## src/rtl/ext_irq_pkg.sv

```systemverilog
// Package: shared types and defaults for the external interrupt sense unit.
// Assumes: nothing beyond the standard language.
package ext_irq_pkg;
    // Per-pin detection mode; the encoding matches the mode input bit.
    typedef enum logic {
        SENSE_LEVEL = 1'b0,
        SENSE_EDGE  = 1'b1
    } sense_e;

    localparam int unsigned DEF_PINS        = 2;
    localparam int unsigned DEF_SYNC_STAGES = 2;
endpackage

```

## src/rtl/irq_sync.sv

```systemverilog
// Module: irq_sync
// Purpose: brings one asynchronous pin into the clock domain through a
// chain of flops. Assumes STAGES >= 2. Every stage resets to 1, the
// inactive level of an active-low request.
module irq_sync #(
    parameter int unsigned STAGES = 2
) (
    input  logic clk,
    input  logic rst_n,
    input  logic raw_i,
    output logic sync_o
);
    localparam int unsigned TOP = STAGES - 1;

    logic [TOP:0] chain_q;

    // Shift the raw pin through the synchroniser chain.
    always_ff @(posedge clk) begin
        if (!rst_n) begin
            chain_q <= '1;
        end else begin
            chain_q <= {chain_q[TOP-1:0], raw_i};
        end
    end

    assign sync_o = chain_q[TOP];
endmodule

```

## src/rtl/irq_sample.sv

```systemverilog
// Module: irq_sample
// Purpose: takes one sample of the synchronised pin per clock, keeps the
// sample before it, and flags a high-then-low pair. Assumes sync_i is
// already in the clock domain. Both registers reset to 1.
module irq_sample (
    input  logic clk,
    input  logic rst_n,
    input  logic sync_i,
    output logic cur_o,
    output logic fall_o
);
    logic cur_q;
    logic prev_q;

    // Record the current sample and the one before it.
    always_ff @(posedge clk) begin
        if (!rst_n) begin
            cur_q  <= 1'b1;
            prev_q <= 1'b1;
        end else begin
            cur_q  <= sync_i;
            prev_q <= cur_q;
        end
    end

    // A falling pair is an earlier high followed by a current low.
    always_comb begin
        fall_o = prev_q & ~cur_q;
    end

    assign cur_o = cur_q;


    rise_not_fall_chk: assert property (@(posedge clk) disable iff (!rst_n)
        (!prev_q && cur_q) |-> !fall_o);
endmodule

```

## src/rtl/irq_flag.sv

```systemverilog
// Module: irq_flag
// Purpose: forms the request of one pin from its samples and its mode.
// Edge mode keeps a sticky flag that is cleared by acknowledge. Level
// mode passes the inverted sample straight through. Assumes the mode
// input is synchronous. A mode change clears the flag, and a new falling
// pair outranks an acknowledge in the same cycle.
module irq_flag
    import ext_irq_pkg::*;
(
    input  logic   clk,
    input  logic   rst_n,
    input  sense_e mode_i,
    input  logic   cur_i,
    input  logic   fall_i,
    input  logic   ack_i,
    output logic   flag_o,
    output logic   req_o
);
    sense_e mode_q;
    logic   flag_q;
    logic   mode_chg;
    logic   set_flag;
    logic   flag_d;

    // Remember last cycle's mode so that a change can be seen.
    always_ff @(posedge clk) begin
        if (!rst_n) begin
            mode_q <= SENSE_LEVEL;
        end else begin
            mode_q <= mode_i;
        end
    end

    // Decide the next flag: mode change clears, then set, then ack.
    always_comb begin
        mode_chg = (mode_i != mode_q);
        set_flag = (mode_i == SENSE_EDGE) && fall_i;
        flag_d   = flag_q;
        if (mode_chg) begin
            flag_d = 1'b0;
        end else if (set_flag) begin
            flag_d = 1'b1;
        end else if (ack_i) begin
            flag_d = 1'b0;
        end
    end

    // Hold the sticky edge flag.
    always_ff @(posedge clk) begin
        if (!rst_n) begin
            flag_q <= 1'b0;
        end else begin
            flag_q <= flag_d;
        end
    end

    // Pick the request source for the current mode.
    always_comb begin
        req_o = (mode_i == SENSE_EDGE) ? flag_q : ~cur_i;
    end

    assign flag_o = flag_q;


    ack_clear_chk: assert property (@(posedge clk) disable iff (!rst_n)
        (ack_i && !fall_i) |=> !flag_o);

    ack_edge_keep_chk: assert property (@(posedge clk) disable iff (!rst_n)
        (mode_i == SENSE_EDGE && mode_q == SENSE_EDGE && fall_i) |=> flag_o);

    mode_change_clr_chk: assert property (@(posedge clk) disable iff (!rst_n)
        (mode_i != mode_q) |=> !flag_o);

    level_no_flag_chk: assert property (@(posedge clk) disable iff (!rst_n)
        (mode_i == SENSE_LEVEL && mode_q == SENSE_LEVEL) |-> !flag_o);
endmodule

```

## src/rtl/ext_irq_sense.sv

```systemverilog
// Module: ext_irq_sense (top)
// Purpose: per-pin synchroniser, sampler and request former for the
// external interrupt pins. Assumes mode_edge and ack are synchronous to
// clk and that pin_raw is asynchronous and active low.
module ext_irq_sense
    import ext_irq_pkg::*;
#(
    parameter int unsigned NUM_PINS    = DEF_PINS,
    parameter int unsigned SYNC_STAGES = DEF_SYNC_STAGES
) (
    input  logic                clk,
    input  logic                rst_n,
    input  logic [NUM_PINS-1:0] pin_raw,
    input  logic [NUM_PINS-1:0] mode_edge,
    input  logic [NUM_PINS-1:0] ack,
    output logic [NUM_PINS-1:0] flag_rd,
    output logic [NUM_PINS-1:0] irq_req
);
    logic [NUM_PINS-1:0] sync_w;
    logic [NUM_PINS-1:0] cur_w;
    logic [NUM_PINS-1:0] fall_w;

    // One independent sense channel per pin.
    for (genvar gi = 0; gi < NUM_PINS; gi++) begin : g_pin
        irq_sync #(.STAGES(SYNC_STAGES)) u_sync (
            .clk    (clk),
            .rst_n  (rst_n),
            .raw_i  (pin_raw[gi]),
            .sync_o (sync_w[gi])
        );

        irq_sample u_sample (
            .clk    (clk),
            .rst_n  (rst_n),
            .sync_i (sync_w[gi]),
            .cur_o  (cur_w[gi]),
            .fall_o (fall_w[gi])
        );

        irq_flag u_flag (
            .clk    (clk),
            .rst_n  (rst_n),
            .mode_i (sense_e'(mode_edge[gi])),
            .cur_i  (cur_w[gi]),
            .fall_i (fall_w[gi]),
            .ack_i  (ack[gi]),
            .flag_o (flag_rd[gi]),
            .req_o  (irq_req[gi])
        );


        level_follow_chk: assert property (@(posedge clk) disable iff (!rst_n)
            !mode_edge[gi] |-> (irq_req[gi] == !$past(sync_w[gi])));

        edge_req_flag_chk: assert property (@(posedge clk) disable iff (!rst_n)
            mode_edge[gi] |-> (irq_req[gi] == flag_rd[gi]));
    end
endmodule

```

## config.mk

```make
export PLATFORM = sky130hd
export DESIGN_NAME = ext_irq_sense
export DESIGN_NICKNAME = d
export VERILOG_FILES = /design/src/rtl/ext_irq_pkg.sv /design/src/rtl/irq_sync.sv /design/src/rtl/irq_sample.sv /design/src/rtl/irq_flag.sv /design/src/rtl/ext_irq_sense.sv
export SDC_FILE = /design/constraint.sdc
export NUM_CORES = 1
export LEC_CHECK = 0
export BUFFER_PORTS_ARGS = -buffer_cell sky130_fd_sc_hd__buf_2
export CORE_AREA = 4 4 41 43
export CTS_CLUSTER_SIZE = 30
export DETAILED_ROUTE_END_ITERATION = 8
export DIE_AREA = 0 0 45 47
export PLACE_DENSITY = 0.52
export SYNTH_ARGS = -nofsm -noshare
export SYNTH_HDL_FRONTEND = slang
export SYNTH_HIERARCHICAL = 1
export SYNTH_SLANG_ARGS = --single-unit
```

## constraint.sdc

```tcl
create_clock -name clk -period 0.9 [get_ports clk]
set_input_delay 0.09 -clock clk [delete_from_list [all_inputs] [get_ports clk]]
set_output_delay 0.09 -clock clk [all_outputs]
set_load 0.01 [all_outputs]
```

==> results.yml <==
yosys:
  syn_area_um2: 408
  syn_area_per_cell_um2: 11.3
  synthCells: 36
  synth_nets: 44
  seq_area_frac_synth_pct: 58.9
  yosysWarnings: 6
  ys_ff_latch: 12
  synth_top_cell_by_area: "dfxtp_1"
  synthTopCellsByArea: "dfxtp_1 (59%), nand2b_1 (12%), o31ai_2 (6.1%)"
  synth_cell_type_count: 10
  yosysTopAreaCellShare_pct: 58.9
floorplan:
  die_y_um: 47
  start_util_pct: 31.3
  design.die.area_um2: 2120
  die_x_um: 45
  core_um2: 1300
  num_rows: 13
  io_pins: 12
finish:
  syn2layout_area_growth_pct: 34.4
  fin_nets: 63
  post-route-util_pct: 42.1
  fin_area_um2: 548
  n_fill_cell: 143
  multi_input_area_um2: 160
  drive_gt1_share_pct: 45.3
  num_antenna_cells: 0
  ff_latch_area_um2: 243
route:
  drtIter0Drc: 1
  vias: 295
  firstDrtPassIters: 2
  ant_nets: 0
  routed_via_density: 4.34
  wire_per_inst_um: 10.1
  drc: 0
  routed_wl_um: 688
worst_setup_path:
  timing.rr.start: "g_pin[0].u_flag/mode_q"
  crit_required_ps: 810
  r2r_slack_ps: 130
  cpPeakStageDelay_ps: 330
  crit_chain: "inv_2, mux2i_1, buf_2"
  timing.rr.end: "g_pin[0].u_flag/flag_o"
  path_buf_inv: 2
  crit_family: "flip-flops"
  worstPathMaxFanout: 2
  start_kind: "flop"
  endpoint_kind: "output port"
  crit_type: "flop to output port"
  cp.arrival_ps: 900
  reg2reg_depth: 2
  slowest_stage: "dfxtp_2"
clocking:
  clk_pin_slew_ps: 60
  cts_buffers: 3
  numClockSinks: 12
  root_buffer: "clkbuf_4"
  clk_latency_ps: 260
  htree_levels: 1
  clockBufferDepth: 2
  cts_tree: "yes"
place:
  place_area_um2: 482
  port_buffers: 11
  dp_slack_ps: 136
  gp_congestion: 0.548
timing:
  relSlewSlack_pct: 85.2
  hold_slack_ps: 12.3
  timing_worst_slew_pin_value_ps: 223
  hold_viol: 0
  grt_setup_unrepaired: "true"
  setup_violations: 3
  fmax_mhz: 1010
  fin_ws_ps: -87.6
  slew_viol_final: 0
  skew_ps: 0.680
  period_share_pct: 110
  period_needed_ps: 988
hold_path:
  hold_path.class: "input port to flop"
  hold_end: "g_pin[0].u_sync/chain_q[0]"
  hold_depth: 2
  hp-start: "pin_raw[0]"
global_route:
  grt_usage_pct: 8.09
  grt_overflow: 0
  first_global_vias: 313
  grtUsageMet3_pct: 2.30
  gr-usage-met1_pct: 8.74
  grt_busiest_layer: "met2"
  grt_max_degree: 15
  use_met2_pct: 13.0
  grt_pass1_wl_um: 1190
  antenna_found_initial: 0
run:
  drv_cap: 0
power:
  ir_drop_uv: 647
  p_per_area_nw_per_um2: 1680
  leakage_nw: 0.238
status:
  violations: "setup timing"
  status: "finished with violations"
[cells by family (layout without fill, tap and decap cells)]
logic type      Yosys count  in the layout  synth area share, %
compound gates            2              2                 6.13
xor+xnor                  2              2                 4.30
buf+inv                   2             19                 1.84
flops                    12             12                 58.9
mux                       2              2                 4.91
simple gates             16             16                 23.9
[worst reg2reg max path, cell delays in order, from the launching register on]
cell	delay, ps
dfxtp_1	320
xor2_1	150
o31ai_2	210
[per-stage QoR]
step	std cells	total power [mW]	TNS, ps
after floorplan	36	0.590	0
after global placement	62	0.619	0
after detailed placement	62	0.624	0
after CTS	68	0.945	-238
after global routing	68	0.974	-355
final	68	0.919	-173
[cell usage after synthesis (all sizes together)]
cell,n
and2,2
dfxtp,12
inv,2
mux2i,2
nand2,2
nand2b,8
nand4,2
nor2b,2
o31ai,2
xor2,2
[how the worst max path moves through the flow]
stage,cells past startpoint,slack (ps),start,to
floorplan,2,170,g_pin[0].u_flag/flag_o,irq_req[0]
detailed placement,2,140,g_pin[0].u_flag/mode_q,g_pin[0].u_flag/flag_o
global placement,2,180,g_pin[0].u_flag/mode_q,g_pin[0].u_flag/flag_o
CTS,3,-110,g_pin[1].u_flag/flag_o,irq_req[1]
global route,3,-160,g_pin[1].u_flag/flag_o,irq_req[1]
finish,3,-90,g_pin[1].u_flag/flag_o,irq_req[1]
[flip-flops by register name (all words and copies together) (netlist names)]
signal / cells
g_pin.u_flag/mode_q: 2
g_pin.u_sample/prev_q: 2
g_pin.u_sample/cur_o: 2
g_pin.u_flag/flag_o: 2
g_pin.u_sync/chain_q: 4
[metal layers]
layer	part of all wire, %	up-vias
met2	54	5
met5	0	-
met3	5.5	0
met4	0	0
li1	-	154
met1	40	136
[placed cells by master (no fill, tap or decap)]
cell	count
nor2b_1	2
nand2_1	2
clkbuf_4	3
and2_2	2
dfxtp_1	10
nand2b_1	8
dlygate4sd3_1	1
buf_6	3
o31ai_2	2
inv_2	2
nand4_1	2
dfxtp_2	2
buf_4	1
xor2_1	2
buf_2	9
mux2i_1	2
[what timing repair did]
item | CTS | global route
endpoints found under the hold margin | 1 | 0
gates resized for setup | 6 | 1
setup endpoints to repair | 2 | 4
hold buffers | 1 | 0
buffers inserted | 2 | 0
[report_power, final]
part | switching, mW | leakage, nW | internal [mW] | total (mW)
logic | 0.0278 | 0.124 | 0.0325 | 0.0603
registers | 0.00669 | 0.0997 | 0.548 | 0.555
clock network | 0.149 | 0.0138 | 0.154 | 0.304
total | 0.184 | 0.238 | 0.735 | 0.919
[cell type report]
type,count,area share (%)
flip-flops and latches,12,44.3
multi-input cells,22,29.2
repair buffers,14,17.6
clock buffers,3,4.11
well taps,15,3.42
inverters,2,1.37
Power figures use the tool's default switching activity.
